===== config.mk =====
export PLATFORM = sky130hd
export DESIGN_NAME = dpd_seq
export DESIGN_NICKNAME = d
export VERILOG_FILES = /design/src/rtl/dpd_pkg.sv /design/src/rtl/dpd_step_table.sv /design/src/rtl/dpd_pin_enc.sv /design/src/rtl/dpd_seq.sv
export SDC_FILE = /design/constraint.sdc
export NUM_CORES = 1
export LEC_CHECK = 0
export BUFFER_PORTS_ARGS = -buffer_cell sky130_fd_sc_hd__buf_2
export CORE_MARGIN = 3
export CORE_UTILIZATION = 64
export DETAILED_ROUTE_END_ITERATION = 8
export MAX_ROUTING_LAYER = met4
export PLACE_DENSITY = 0.92
export SLEW_MARGIN = 20
export SYNTH_ARGS = -nofsm -noshare
export SYNTH_HDL_FRONTEND = slang
export SYNTH_SLANG_ARGS = --single-unit

===== constraint.sdc =====
create_clock -name clk -period 2.8 [get_ports clk]
set_input_delay 0.28 -clock clk [delete_from_list [all_inputs] [get_ports clk]]
set_output_delay 0.28 -clock clk [all_outputs]
set_load 0.03 [all_outputs]

===== src/rtl/dpd_pkg.sv =====
package dpd_pkg;
    typedef enum logic [2:0] {
        C_NOP  = 3'd0,
        C_PRE  = 3'd1,
        C_REF  = 3'd2,
        C_MRS  = 3'd3,
        C_EMRS = 3'd4,
        C_BST  = 3'd5
    } cmd_e;

    typedef enum logic [2:0] {
        S_IDLE  = 3'd0,
        S_WRP   = 3'd1,
        S_DOWN  = 3'd2,
        S_PAUSE = 3'd3,
        S_GAP   = 3'd4
    } st_e;

    localparam int N_STEPS = 5;
    localparam int IDX_W   = $clog2(N_STEPS + 1);
endpackage


===== src/rtl/dpd_step_table.sv =====
module dpd_step_table
    import dpd_pkg::*;
#(
    parameter int T_RP  = 3,
    parameter int T_RFC = 5,
    parameter int T_MRD = 2,
    parameter int CNT_W = 8
) (
    input  logic [IDX_W-1:0] idx,
    output cmd_e             cmd,
    output logic [CNT_W-1:0] gap
);
    always_comb begin
        case (idx)
            IDX_W'(0): begin cmd = C_PRE;  gap = CNT_W'(T_RP);  end
            IDX_W'(1): begin cmd = C_REF;  gap = CNT_W'(T_RFC); end
            IDX_W'(2): begin cmd = C_REF;  gap = CNT_W'(T_RFC); end
            IDX_W'(3): begin cmd = C_MRS;  gap = CNT_W'(T_MRD); end
            default:   begin cmd = C_EMRS; gap = CNT_W'(T_MRD); end
        endcase
    end

    always_comb begin
        AST_GAP_NONZERO: assert (gap != '0);
    end
endmodule


===== src/rtl/dpd_pin_enc.sv =====
module dpd_pin_enc
    import dpd_pkg::*;
(
    input  cmd_e       cmd,
    output logic       cs_n,
    output logic       ras_n,
    output logic       cas_n,
    output logic       we_n,
    output logic       a10,
    output logic [1:0] ba
);
    logic [3:0] pins;

    always_comb begin
        a10 = 1'b0;
        ba  = 2'b00;
        case (cmd)
            C_PRE:   begin pins = 4'b0010; a10 = 1'b1; end
            C_REF:   pins = 4'b0001;
            C_MRS:   pins = 4'b0000;
            C_EMRS:  begin pins = 4'b0000; ba = 2'b10; end
            C_BST:   pins = 4'b0110;
            default: pins = 4'b0111;
        endcase
        {cs_n, ras_n, cas_n, we_n} = pins;
    end
endmodule


===== src/rtl/dpd_seq.sv =====
module dpd_seq
    import dpd_pkg::*;
#(
    parameter int CLK_MHZ  = 250,
    parameter int PAUSE_US = 200,
    parameter int T_RP     = 3,
    parameter int T_RFC    = 5,
    parameter int T_MRD    = 2
) (
    input  logic       clk,
    input  logic       rst_n,
    input  logic       enter_req,
    input  logic       banks_open,
    input  logic       exit_req,
    output logic       enter_ack,
    output logic       exit_ack,
    output logic       busy,
    output logic       data_lost,
    output logic       cke,
    output logic       cs_n,
    output logic       ras_n,
    output logic       cas_n,
    output logic       we_n,
    output logic       a10,
    output logic [1:0] ba
);
    localparam int PAUSE_CYC = CLK_MHZ * PAUSE_US;
    localparam int MAX_T1    = (T_RFC > T_RP) ? T_RFC : T_RP;
    localparam int MAX_T2    = (MAX_T1 > T_MRD) ? MAX_T1 : T_MRD;
    localparam int MAX_CNT   = (PAUSE_CYC > MAX_T2) ? PAUSE_CYC : MAX_T2;
    localparam int CNT_W     = $clog2(MAX_CNT + 1);

    typedef struct packed {
        st_e              st;
        logic [CNT_W-1:0] cnt;
        logic [IDX_W-1:0] idx;
        cmd_e             cmd;
        logic             cke;
        logic             busy;
        logic             eack;
        logic             xack;
        logic             lost;
    } regs_t;

    regs_t r_d, r_q;

    logic [IDX_W-1:0] tbl_idx;
    cmd_e             tbl_cmd;
    logic [CNT_W-1:0] tbl_gap;

    assign tbl_idx = (r_q.st == S_PAUSE) ? '0 : r_q.idx + IDX_W'(1);

    dpd_step_table #(
        .T_RP (T_RP),
        .T_RFC(T_RFC),
        .T_MRD(T_MRD),
        .CNT_W(CNT_W)
    ) u_tbl (
        .idx(tbl_idx),
        .cmd(tbl_cmd),
        .gap(tbl_gap)
    );

    always_comb begin
        r_d      = r_q;
        r_d.cmd  = C_NOP;
        r_d.eack = 1'b0;
        r_d.xack = 1'b0;
        case (r_q.st)
            S_IDLE: begin
                r_d.lost = 1'b0;
                if (enter_req) begin
                    r_d.busy = 1'b1;
                    if (banks_open) begin
                        r_d.cmd = C_PRE;
                        r_d.cnt = CNT_W'(T_RP - 1);
                        r_d.st  = S_WRP;
                    end else begin
                        r_d.cmd  = C_BST;
                        r_d.cke  = 1'b0;
                        r_d.eack = 1'b1;
                        r_d.lost = 1'b1;
                        r_d.st   = S_DOWN;
                    end
                end
            end
            S_WRP: begin
                if (r_q.cnt == '0) begin
                    r_d.cmd  = C_BST;
                    r_d.cke  = 1'b0;
                    r_d.eack = 1'b1;
                    r_d.lost = 1'b1;
                    r_d.st   = S_DOWN;
                end else begin
                    r_d.cnt = r_q.cnt - CNT_W'(1);
                end
            end
            S_DOWN: begin
                if (exit_req) begin
                    r_d.cke = 1'b1;
                    r_d.cnt = CNT_W'(PAUSE_CYC - 1);
                    r_d.st  = S_PAUSE;
                end
            end
            S_PAUSE: begin
                if (r_q.cnt == '0) begin
                    r_d.idx = '0;
                    r_d.cmd = tbl_cmd;
                    r_d.cnt = tbl_gap - CNT_W'(1);
                    r_d.st  = S_GAP;
                end else begin
                    r_d.cnt = r_q.cnt - CNT_W'(1);
                end
            end
            S_GAP: begin
                if (r_q.cnt != '0) begin
                    r_d.cnt = r_q.cnt - CNT_W'(1);
                end else if (r_q.idx == IDX_W'(N_STEPS - 1)) begin
                    r_d.xack = 1'b1;
                    r_d.busy = 1'b0;
                    r_d.st   = S_IDLE;
                end else begin
                    r_d.idx = tbl_idx;
                    r_d.cmd = tbl_cmd;
                    r_d.cnt = tbl_gap - CNT_W'(1);
                end
            end
            default: r_d.st = S_IDLE;
        endcase
    end

    always_ff @(posedge clk) begin
        if (!rst_n) begin
            r_q      <= '0;
            r_q.st   <= S_IDLE;
            r_q.cmd  <= C_NOP;
            r_q.cke  <= 1'b1;
        end else begin
            r_q <= r_d;
        end
    end

    dpd_pin_enc u_enc (
        .cmd  (r_q.cmd),
        .cs_n (cs_n),
        .ras_n(ras_n),
        .cas_n(cas_n),
        .we_n (we_n),
        .a10  (a10),
        .ba   (ba)
    );

    assign enter_ack = r_q.eack;
    assign exit_ack  = r_q.xack;
    assign busy      = r_q.busy;
    assign data_lost = r_q.lost;
    assign cke       = r_q.cke;

    AST_ENTRY_PATTERN: assert property (@(posedge clk) disable iff (!rst_n)
        $fell(cke) |-> ({cs_n, ras_n, cas_n, we_n} == 4'b0110) && enter_ack);
    AST_ASLEEP_QUIET: assert property (@(posedge clk) disable iff (!rst_n)
        (!cke && $past(!cke)) |-> ({cs_n, ras_n, cas_n, we_n} == 4'b0111));
    AST_WAKE_NO_CMD: assert property (@(posedge clk) disable iff (!rst_n)
        $rose(cke) |-> ({cs_n, ras_n, cas_n, we_n} == 4'b0111) && busy);
    AST_FREE_BUS_IDLE: assert property (@(posedge clk) disable iff (!rst_n)
        !busy |-> cke && ({cs_n, ras_n, cas_n, we_n} == 4'b0111));
    AST_ACK_ONEHOT: assert property (@(posedge clk) disable iff (!rst_n)
        $onehot0({enter_ack, exit_ack}));
    AST_XACK_PULSE: assert property (@(posedge clk) disable iff (!rst_n)
        exit_ack |=> !exit_ack && !busy);
    AST_LOST_AT_ACK: assert property (@(posedge clk) disable iff (!rst_n)
        exit_ack |-> data_lost);
    AST_LOST_CLEARS: assert property (@(posedge clk) disable iff (!rst_n)
        exit_ack |=> !data_lost);
endmodule


==> flow_summary.toml <==
[cells_and_area]
antenna_cells = 0
final_net_count = 273
nFillCells = 250
drive_gt1_share_pct = 16.3
syn_to_final_growth_pct = 3.06

[yosys]
ys_seq_area_share_pct = 28.3
synth_edf_count = 0
synth_area_leaders = "dfxtp_1 (28%), nand2_1 (4.1%), a21oi_1 (4.0%), nand3_1 (3.5%), buf_6 (3.2%)"
ys_ff_latch = 30
synth_area_sq_um = 2130
syn_inst = 258
yosys_warnings = 0
ys.flop_type = "dfxtp_1"
synth_cell_types = 70
avgSynthCellArea_sq_um = 8.24
postSynth.asyncResetShare_pct = 0
synth_top_area_cell = "dfxtp_1"
synth_top_area_share_pct = 28.3

[power_and_ir_drop]
power.total_mw = 2.84
peakVddDrop_mv = 0.838
power.density_nw_per_um2 = 1300
power.leakage_nw = 0.856

[grt]
grt-ovfl-total = 0
grt_pass1_wl_um = 8480
grt_pass1_vias = 1798
track_usage_pct = 27.2
antenna_found_initial = 0
grt_max_degree = 27

[timing]
rsz0062_at_grt = "no"
slew_headroom_pct = 58.3
fin_worst_hold_slack_ns = 0.248
finalCritPeriodShare_pct = 84.6
fmax_mhz = 422
finalHoldViolCount = 0
setup_viol = 0
tns_ns = 0
clock_skew_ns = 0.00306
post-route-min-period_ns = 2.37
slew_viol_final = 0
worst_slew_pin_slew_ns = 0.624

[floorplan]
core_area_sq_um = 3100
die_area_sq_um = 4050
row_count = 20
io_pins = 17
fp.dieH_um = 63.6
initial_core_util_pct = 68.5
die_width_um = 63.6

[worst_setup_path]
critPathRequiredTime_ns = 3.04
ff2ff_path_depth = 6
worstSetupStartpointType = "flop"
crit_start = "r_q[28]"
critPathKind = "flop to flop"
worstReg2RegStart = "r_q[28]"
rr_endpoint = "r_q[16]"
reg2reg_slack_ns = 0.43
critPathMaxFanout = 17
worstPathArrival_ns = 2.61
critPathCaptureType = "flop"

[place]
routabilityCongestion = 0.945
dp_hpwl_um = 3540
port_buffers = 14

[clocking]
hold_buffers = 0
clk-insertion-delay-late_ns = 0.33
clock_path_buffers = 2
root_buffer = "clkbuf_4"
cts_sinks = 30
clkSlewWorstSetupHoldPaths_ns = 0.09
postCtsSetupBuffers = 0
tritoncts = "built"
htree_levels = 2
cts-buffers-inserted = 5
post_cts_resized = 0

[routing]
wl_per_cell_um = 16.0
vias = 2000
ant_nets = 0
wl_um = 4940
vias_per_cell = 6.49
drc_errors = 0
first_iter_violations = 231
first_pass_iters = 5

[flow_run]
maxCapViolations = 0

[hold_path]
worstHoldStart = "enter_req"
hold_path.class = "input port to flop"
worstHoldPathCells = 3
min_to = "r_q[5]"

[status]
status = "finished, final reports clean"
-- worst max-delay path by stage --
stage                   end  slack, ns  cells past startpoint
floorplan           r_q[12]       0.91                      6
global placement    r_q[24]       0.58                      6
detailed placement  r_q[23]       0.49                      6
CTS                 r_q[16]       0.48                      6
global route        r_q[16]       0.31                      6
finish              r_q[16]       0.43                      6
-- layout make-up --
class / instances / area [sq um] / area share, %
clock buffer: 7 / 45.0 / 2.06
inverter: 12 / 45.0 / 2.06
multi-input combinational: 197 / 1350 / 61.4
sequential: 30 / 601 / 27.4
tap: 44 / 55.1 / 2.51
timing repair buffer: 18 / 100 / 4.57
-- sequential cells by signal, indices dropped and copies added, names as in the netlist --
signal     cells
enter_ack      1
cke            1
exit_ack       1
r_q           25
busy           1
data_lost      1
-- critical path: stages, from the launching register on --
cell      delay [ns]
dfxtp_1         0.68
clkinv_1        0.40
o21ai_1         0.28
o211ai_2        0.15
buf_4           0.20
nand2b_2        0.23
o32ai_1         0.33
-- stage by stage --
step                      utilization, %  setup WS, ns  instance area, sq um  instances
after floorplan                        -         0.908                  2130        259
after global placement              69.2         0.582                  2150        301
after detailed placement            69.2         0.492                  2150        301
after CTS                           70.6         0.478                  2190        308
after global routing                70.6         0.308                  2190        308
final                               70.6         0.432                  2190        308
-- where the power goes --
part	switching (mW)	internal (mW)	leakage, nW
clock network	0.143	0.0945	0.0254
registers	0.183	0.540	0.244
logic	1.17	0.709	0.586
total	1.50	1.34	0.856
-- routing by layer --
metal  share of wire (%)  vias to the layer above  track usage [%]
met4                 2.4                        0             11.9
met2                  47                       94             42.9
met3                 8.6                       13             5.88
met1                  42                      927             33.2
li1                    -                      966                -
met5                   0                        -                -
-- synth_stat cells, drive strengths merged (2+ instances only) --
| cell | count |
|---|---|
| nor3 | 5 |
| a221oi | 2 |
| a22oi | 3 |
| or3 | 6 |
| nand3 | 15 |
| and3 | 2 |
| nand4 | 3 |
| o211a | 2 |
| nand2b | 9 |
| o31ai | 3 |
| a21oi | 17 |
| a31oi | 3 |
| nand2 | 23 |
| ha | 4 |
| inv | 11 |
| and4 | 2 |
| or2 | 2 |
| dfxtp | 30 |
| nor2 | 16 |
| clkbuf | 8 |
| a211oi | 4 |
| nor4 | 9 |
| mux2i | 3 |
| and2 | 3 |
| o221ai | 2 |
| xnor2 | 2 |
| a311oi | 2 |
| buf | 12 |
| o32ai | 3 |
| xor2 | 4 |
| a21o | 2 |
| nor2b | 2 |
| o22ai | 5 |
| o21ai | 14 |
| nor4b | 3 |
| o211ai | 5 |
-- kinds of logic after synthesis --
| kind of cell | Yosys count | share of synthesized area, % |
|---|---|---|
| compound gates | 78 | 26.7 |
| other cells | 1 | 0.176 |
| mux | 3 | 1.41 |
| flops | 30 | 28.3 |
| xor+xnor | 6 | 2.47 |
| fa+ha+maj | 4 | 2.35 |
| simple gates | 104 | 30.0 |
| buf+inv | 32 | 8.65 |
-- layout by cell type, fill, tap and decap left out, types with 3 or more instances in the layout --
master and instances:
dfxtp_1 30, nand2_1 23, a21oi_1 17, nor2_1 16, nand3_1 15, buf_2 14
o21ai_0 13, inv_1 11, nand2b_1 8, nor4_1 6, clkbuf_4 5, nor3_1 4
o211ai_1 4, a211oi_1 4, or3_1 4, o22ai_1 4, xor2_1 4, ha_1 4
buf_4 4, mux2i_1 3, a31oi_1 3, o31ai_1 3, o32ai_1 3, a22oi_1 3
Power figures use the tool's default switching activity.
